`src/rtl/spi_rx_pkg.sv`:
```
package spi_rx_pkg;

  typedef enum logic [1:0] {
    VERD_DROP    = 2'd0,
    VERD_SHORT   = 2'd1,
    VERD_LONG_OK = 2'd2,
    VERD_LONG_BAD= 2'd3
  } verdict_e;

  // one serial step of an MSB-first CRC with zero init
  function automatic logic [7:0] crc8_step(input logic [7:0] cur,
                                           input logic       din,
                                           input logic [7:0] poly);
    logic fb;
    fb = cur[7] ^ din;
    return {cur[6:0], 1'b0} ^ (fb ? poly : 8'h00);
  endfunction

endpackage

```
`src/rtl/spi_rx_sync.sv`:
```
module spi_rx_sync #(
  parameter int              STAGES  = 2,
  parameter int              WIDTH   = 3,
  parameter logic [WIDTH-1:0] RST_VAL = '0
) (
  input  logic             clk,
  input  logic             rst,
  input  logic [WIDTH-1:0] d_in,
  output logic [WIDTH-1:0] d_out
);

  logic [WIDTH-1:0] chain [STAGES];

  generate
    for (genvar s = 0; s < STAGES; s++) begin : g_stage
      always_ff @(posedge clk) begin
        if (rst) begin
          chain[s] <= RST_VAL;
        end else if (s == 0) begin
          chain[s] <= d_in;
        end else begin
          chain[s] <= chain[(s == 0) ? 0 : s-1];
        end
      end
    end
  endgenerate

  assign d_out = chain[STAGES-1];

endmodule

```
`src/rtl/spi_rx_crc.sv`:
```
module spi_rx_crc #(
  parameter int              CRC_W = 8,
  parameter logic [CRC_W-1:0] POLY  = 8'h07
) (
  input  logic             clk,
  input  logic             rst,
  input  logic             clear,
  input  logic             bit_en,
  input  logic             bit_in,
  output logic [CRC_W-1:0] crc_q
);
  import spi_rx_pkg::*;

  always_ff @(posedge clk) begin
    if (rst || clear) begin
      crc_q <= '0;
    end else if (bit_en) begin
      crc_q <= crc8_step(crc_q, bit_in, POLY);
    end
  end

endmodule

```
`src/rtl/spi_rx_sdo.sv`:
```
module spi_rx_sdo #(
  parameter int STAT_W = 16
) (
  input  logic              clk,
  input  logic              rst,
  input  logic              load,
  input  logic              mode,
  input  logic [STAT_W-1:0] status,
  input  logic              shift,
  input  logic              clear,
  output logic              sdo
);

  logic [STAT_W-1:0] sh_q;

  always_ff @(posedge clk) begin
    if (rst || clear) begin
      sh_q <= '0;
    end else if (load) begin
      sh_q <= mode ? status : '0;
    end else if (shift) begin
      sh_q <= {sh_q[STAT_W-2:0], 1'b0};
    end
  end

  assign sdo = sh_q[STAT_W-1];

endmodule

```
`src/rtl/spi_frame_rx.sv`:
```
module spi_frame_rx #(
  parameter int              ADDR_W      = 8,
  parameter int              DATA_W      = 16,
  parameter int              CRC_W       = 8,
  parameter logic [CRC_W-1:0] CRC_POLY    = 8'h07,
  parameter int              STAT_W      = 16,
  parameter int              SYNC_STAGES = 2
) (
  input  logic              clk,
  input  logic              rst,
  input  logic              sclk,
  input  logic              sync_n,
  input  logic              sdi,
  input  logic              stat_rd_en,
  input  logic [STAT_W-1:0] status_word,
  output logic              wr_stb,
  output logic [ADDR_W-1:0] wr_addr,
  output logic [DATA_W-1:0] wr_data,
  output logic              pec_err,
  output logic              sdo
);
  import spi_rx_pkg::*;

  localparam int SHORT_LEN = ADDR_W + DATA_W;
  localparam int LONG_LEN  = SHORT_LEN + CRC_W;
  localparam int CNT_MAX   = LONG_LEN + 1;
  localparam int CNT_W     = $clog2(CNT_MAX + 1);

  // synchronized pins: {sync_n, sclk, sdi}
  logic [2:0] pins_s;
  logic       sync_s, sclk_s, sdi_s;
  logic       sync_prev, sclk_prev;
  logic       sync_fall, sync_rise, bit_tick;
  logic       frame_active;
  logic [CNT_W-1:0]    bit_cnt;
  logic [LONG_LEN-1:0] shreg;
  logic [CRC_W-1:0]    crc_q;
  verdict_e            verdict;

  spi_rx_sync #(
    .STAGES (SYNC_STAGES),
    .WIDTH  (3),
    .RST_VAL(3'b100)
  ) u_sync (
    .clk  (clk),
    .rst  (rst),
    .d_in ({sync_n, sclk, sdi}),
    .d_out(pins_s)
  );

  assign sync_s = pins_s[2];
  assign sclk_s = pins_s[1];
  assign sdi_s  = pins_s[0];

  always_ff @(posedge clk) begin
    if (rst) begin
      sync_prev <= 1'b1;
      sclk_prev <= 1'b0;
    end else begin
      sync_prev <= sync_s;
      sclk_prev <= sclk_s;
    end
  end

  assign sync_fall = sync_prev & ~sync_s;
  assign sync_rise = ~sync_prev & sync_s;
  assign bit_tick  = frame_active & sclk_prev & ~sclk_s & ~sync_s;

  // frame state, bit counter and data shift register
  always_ff @(posedge clk) begin
    if (rst) begin
      frame_active <= 1'b0;
      bit_cnt      <= '0;
      shreg        <= '0;
    end else if (sync_fall) begin
      frame_active <= 1'b1;
      bit_cnt      <= '0;
      shreg        <= '0;
    end else if (sync_rise) begin
      frame_active <= 1'b0;
    end else if (bit_tick) begin
      shreg <= {shreg[LONG_LEN-2:0], sdi_s};
      if (bit_cnt != CNT_W'(CNT_MAX)) begin
        bit_cnt <= bit_cnt + 1'b1;
      end
    end
  end

  spi_rx_crc #(
    .CRC_W(CRC_W),
    .POLY (CRC_POLY)
  ) u_crc (
    .clk   (clk),
    .rst   (rst),
    .clear (sync_fall),
    .bit_en(bit_tick),
    .bit_in(sdi_s),
    .crc_q (crc_q)
  );

  spi_rx_sdo #(
    .STAT_W(STAT_W)
  ) u_sdo (
    .clk   (clk),
    .rst   (rst),
    .load  (sync_fall),
    .mode  (stat_rd_en),
    .status(status_word),
    .shift (bit_tick),
    .clear (sync_rise),
    .sdo   (sdo)
  );

  // frame verdict at the end of select
  always_comb begin
    if (bit_cnt == CNT_W'(SHORT_LEN)) begin
      verdict = VERD_SHORT;
    end else if (bit_cnt == CNT_W'(LONG_LEN)) begin
      verdict = (crc_q == '0) ? VERD_LONG_OK : VERD_LONG_BAD;
    end else begin
      verdict = VERD_DROP;
    end
  end

  always_ff @(posedge clk) begin
    if (rst) begin
      wr_stb  <= 1'b0;
      pec_err <= 1'b0;
      wr_addr <= '0;
      wr_data <= '0;
    end else begin
      wr_stb  <= 1'b0;
      pec_err <= 1'b0;
      if (sync_rise && frame_active) begin
        unique case (verdict)
          VERD_SHORT: begin
            wr_stb  <= 1'b1;
            wr_addr <= shreg[SHORT_LEN-1 -: ADDR_W];
            wr_data <= shreg[DATA_W-1:0];
          end
          VERD_LONG_OK: begin
            wr_stb  <= 1'b1;
            wr_addr <= shreg[LONG_LEN-1 -: ADDR_W];
            wr_data <= shreg[CRC_W +: DATA_W];
          end
          VERD_LONG_BAD: pec_err <= 1'b1;
          default: ;
        endcase
      end
    end
  end

endmodule

```
`config.mk`:
```
export PLATFORM = sky130hd
export DESIGN_NAME = spi_frame_rx
export DESIGN_NICKNAME = d
export VERILOG_FILES = /design/src/rtl/spi_rx_pkg.sv /design/src/rtl/spi_rx_sync.sv /design/src/rtl/spi_rx_crc.sv /design/src/rtl/spi_rx_sdo.sv /design/src/rtl/spi_frame_rx.sv
export SDC_FILE = /design/constraint.sdc
export NUM_CORES = 1
export LEC_CHECK = 0
export ABC_AREA = 1
export BUFFER_PORTS_ARGS = -buffer_cell sky130_fd_sc_hd__buf_2
export CORE_UTILIZATION = 35
export DETAILED_ROUTE_END_ITERATION = 8
export PLACE_DENSITY_LB_ADDON = 0.15
export SYNTH_ARGS = -nofsm -noshare
export SYNTH_HDL_FRONTEND = slang
export SYNTH_SLANG_ARGS = --single-unit
```
`constraint.sdc`:
```
create_clock -name clk -period 3 [get_ports clk]
set_input_delay 0.3 -clock clk [delete_from_list [all_inputs] [get_ports clk]]
set_output_delay 0.3 -clock clk [all_outputs]
set_load 0.005 [all_outputs]
```
==> flow_summary.ini <==
[clocking]
cts_tree = built
cts_buffers = 9
cts_resized = 0
cts_setup_buffers = 0
holdBufCountCts = 0
worstSkewPairLatency_ns = 0.34
root_buffer = clkbuf_16
clock_path_buffers = 2
cts.sinks = 97
clk_pin_slew_ns = 0.07
h-tree-depth = 3

[setup_path]
reg2reg_from = bit_cnt[0]
path_cells = inv_1 -> ha_1 -> nand2_1 -> nor2_1 -> nand2_1 -> nand2_1 -> inv_1 -> ha_1 -> nor3_4 -> buf_4 -> o21ai_1 -> nor2_1
critical_path_arrival_ns = 2.58
r2r_cells = 12
r2r_slack_ns = 0.70
regToRegEndpoint = wr_data[15]
cpPeakStageDelay_ns = 0.36
crit_fanout = 24
startpoint_type = flop
worstSetupPathType = flop to flop
endpoint_kind = flop
worstPathRequired_ns = 3.28
critical_path.slowest_cell = dfxtp_1
cp_common_cell = nand2_1

[synthesis]
yosysUniqueCellTypes = 28
ys_seq_area_share_pct = 47.3
async_reset_ff_share_pct = 0
synthTopCellsByCount = nor2_1, nand2_1, dfxtp_1, o21ai_1, inv_1
synth_nets = 601
avgSynthCellArea_um2 = 7.19
netlist.top_cell.by_area = dfxtp_1
netlist.area_leader.share_pct = 47.3
synth_ff_type = dfxtp_1
ys_ff_latch = 97
synth-edff-count = 0
netlist_area_um2 = 4110
synthCells = 571
ys_warn_count = 0
yosysMostFrequentCell = nor2_1
synth.top_cells.by_area = dfxtp_1, nor2_1, nand2_1, o21ai_1, a21oi_1

[global_routing]
grt_max_degree = 45
grt_first_pass_wirelength_um = 15000
first_global_vias = 3125
grt_remaining_overflow = 0
antenna_found_initial = 0
grt_use_total_pct = 15.9

[pwr]
peakVddDrop_v = 0.000318
switching_share_pct = 20.8
clockPowerShare_pct = 48.6
pwr_density_cell_nw_per_um2 = 579
p_leak_nw = 2.12
combPwrFrac_pct = 3.8
seqPwrFrac_pct = 47.7
p_int_mw = 2.18
power.switching_mw = 0.572

[die]
boundaryPins = 49
coreArea_um2 = 11400
initial_utilization_pct = 36.0
die_y_um = 110
die_area_um2 = 12200
num_rows = 39
die_w_um = 110

[timing]
fin_worst_skew_ns = 0.00757
period_needed_ns = 2.30
slew_headroom_pct = 51.2
hold_viol = 0
period_share_pct = 76.8
fmax_mhz = 434
worst_pin_slew_ns = 0.732
rsz0062_at_grt = no
drv_slew = 0
final.setup.tns_ns = 0
setup_viol = 0
whs_ns = 0.149

[route]
num_vias = 3477
drtIter0Drc = 138
drc = 0
dr_wl_met3_um = 281
routed_via_density = 4.63
antenna_left = 0
wl_met1_um = 4790
wire_per_inst_um = 12.0
drt_wl_total_um = 9010
route.met2.wl_um = 3820
top_layer = met4
dr.pass1.iters = 4

[cells_and_area]
fillers = 1235
syn_to_final_growth_pct = 15.7
final_cell_area_um2 = 4750
drive_gt1_share_pct = 14.3
insertedDiodeCount = 0
final_nets = 633

[placed_design]
dp_hpwl_um = 5930
gp_congestion = 0.765
place_area_um2 = 4400
io_buffers = 48

[status]
status = finished, final reports clean

[flow_run]
drv_cap = 0

[worst_hold_path]
hp-class = primary input to flop
hold-path-endpoint = u_sync.chain[0][2]
min_from = sync_n
whs_path_depth = 2
how the worst max path moves through the flow:
stage	from	to	slack, ns	depth (start not counted)
6_report	bit_cnt[0]	wr_data[15]	0.70	12
5_1_grt	bit_cnt[0]	wr_data[6]	0.47	12
4_1_cts	bit_cnt[0]	wr_data[15]	0.67	12
3_5_place_dp	bit_cnt[0]	wr_data[15]	0.71	12
3_3_place_gp	bit_cnt[0]	wr_data[5]	0.79	12
2_1_floorplan	bit_cnt[2]	wr_addr[2]	0.89	13
area by class of cell:
class	instances	area [µm²]	area share, %
Sequential cell	97	1940	40.9
Multi-Input combinational cell	387	1800	37.8
Timing Repair Buffer	52	270	5.69
Clock buffer	10	239	5.03
Inverter	56	210	4.42
Tap cell	143	179	3.76
Clock inverter	6	115	2.42
sequential cells by signal, summed over array words and instances, names as in the netlist:
register and count:
sync_prev 1, u_crc.crc_q 8, wr_data 16, bit_cnt 6, frame_active 1, shreg 32, wr_stb 1, sclk_prev 1
u_sync.chain 6, wr_addr 8, u_sdo.sh_q 16, pec_err 1
critical path, delay by kind of cell (launching register included):
family	cells	cell delay, ns
buffers and inverters	3	0.50
adders and majority gates	2	0.50
AOI/OAI and AO/OA	1	0.10
and+or+nand+nor	6	0.78
DFF	1	0.36
power groups by stage:
| stage | clock (mW) | combinational, mW | sequential [mW] |
|---|---|---|---|
| CTS | 1.37 | 0.106 | 1.31 |
| global placement | 0 | 0.104 | 1.34 |
| global route | 1.42 | 0.119 | 1.31 |
| detailed placement | 0 | 0.105 | 1.34 |
| floorplan | 0 | 0.0763 | 1.34 |
| finish | 1.34 | 0.104 | 1.31 |
logic make-up after synthesis:
family	count (synthesis)	synth area share [%]
simple gates	237	23.6
compound gates	139	17.1
flops	97	47.3
buf+inv	87	8.96
fa+ha+maj	8	2.44
xor+xnor	3	0.640
through the flow:
stage | total power, mW | setup slack (ns) | util [%] | instances
after floorplan | 1.42 | 0.888 | - | 571
after global placement | 1.45 | 0.785 | 38.5 | 735
after detailed placement | 1.45 | 0.709 | 38.5 | 735
after CTS | 2.79 | 0.668 | 41.6 | 751
after global routing | 2.85 | 0.472 | 41.6 | 751
final | 2.75 | 0.696 | 41.6 | 751
layer usage:
layer	GRT usage (%)	vias to the layer above
li1	-	1894
met1	22.6	1529
met2	23.6	46
met3	2.70	8
met4	7.05	0
met5	0	-
cells in the final DEF, fill, tap and decap left out, types with 2 or more instances in the layout:
cell type,instances
a21oi_1,42
buf_2,48
buf_4,4
bufinv_16,3
clkbuf_16,9
clkinv_4,2
dfxtp_1,97
ha_1,8
inv_1,46
inv_2,9
nand2_1,98
nand2_2,2
nand3_1,23
nand4_1,3
nor2_1,102
nor2_2,3
o21ai_0,27
o21ai_1,68
or2_2,2
xor2_1,2
Note: power is estimated with default switching activity, not from simulation.
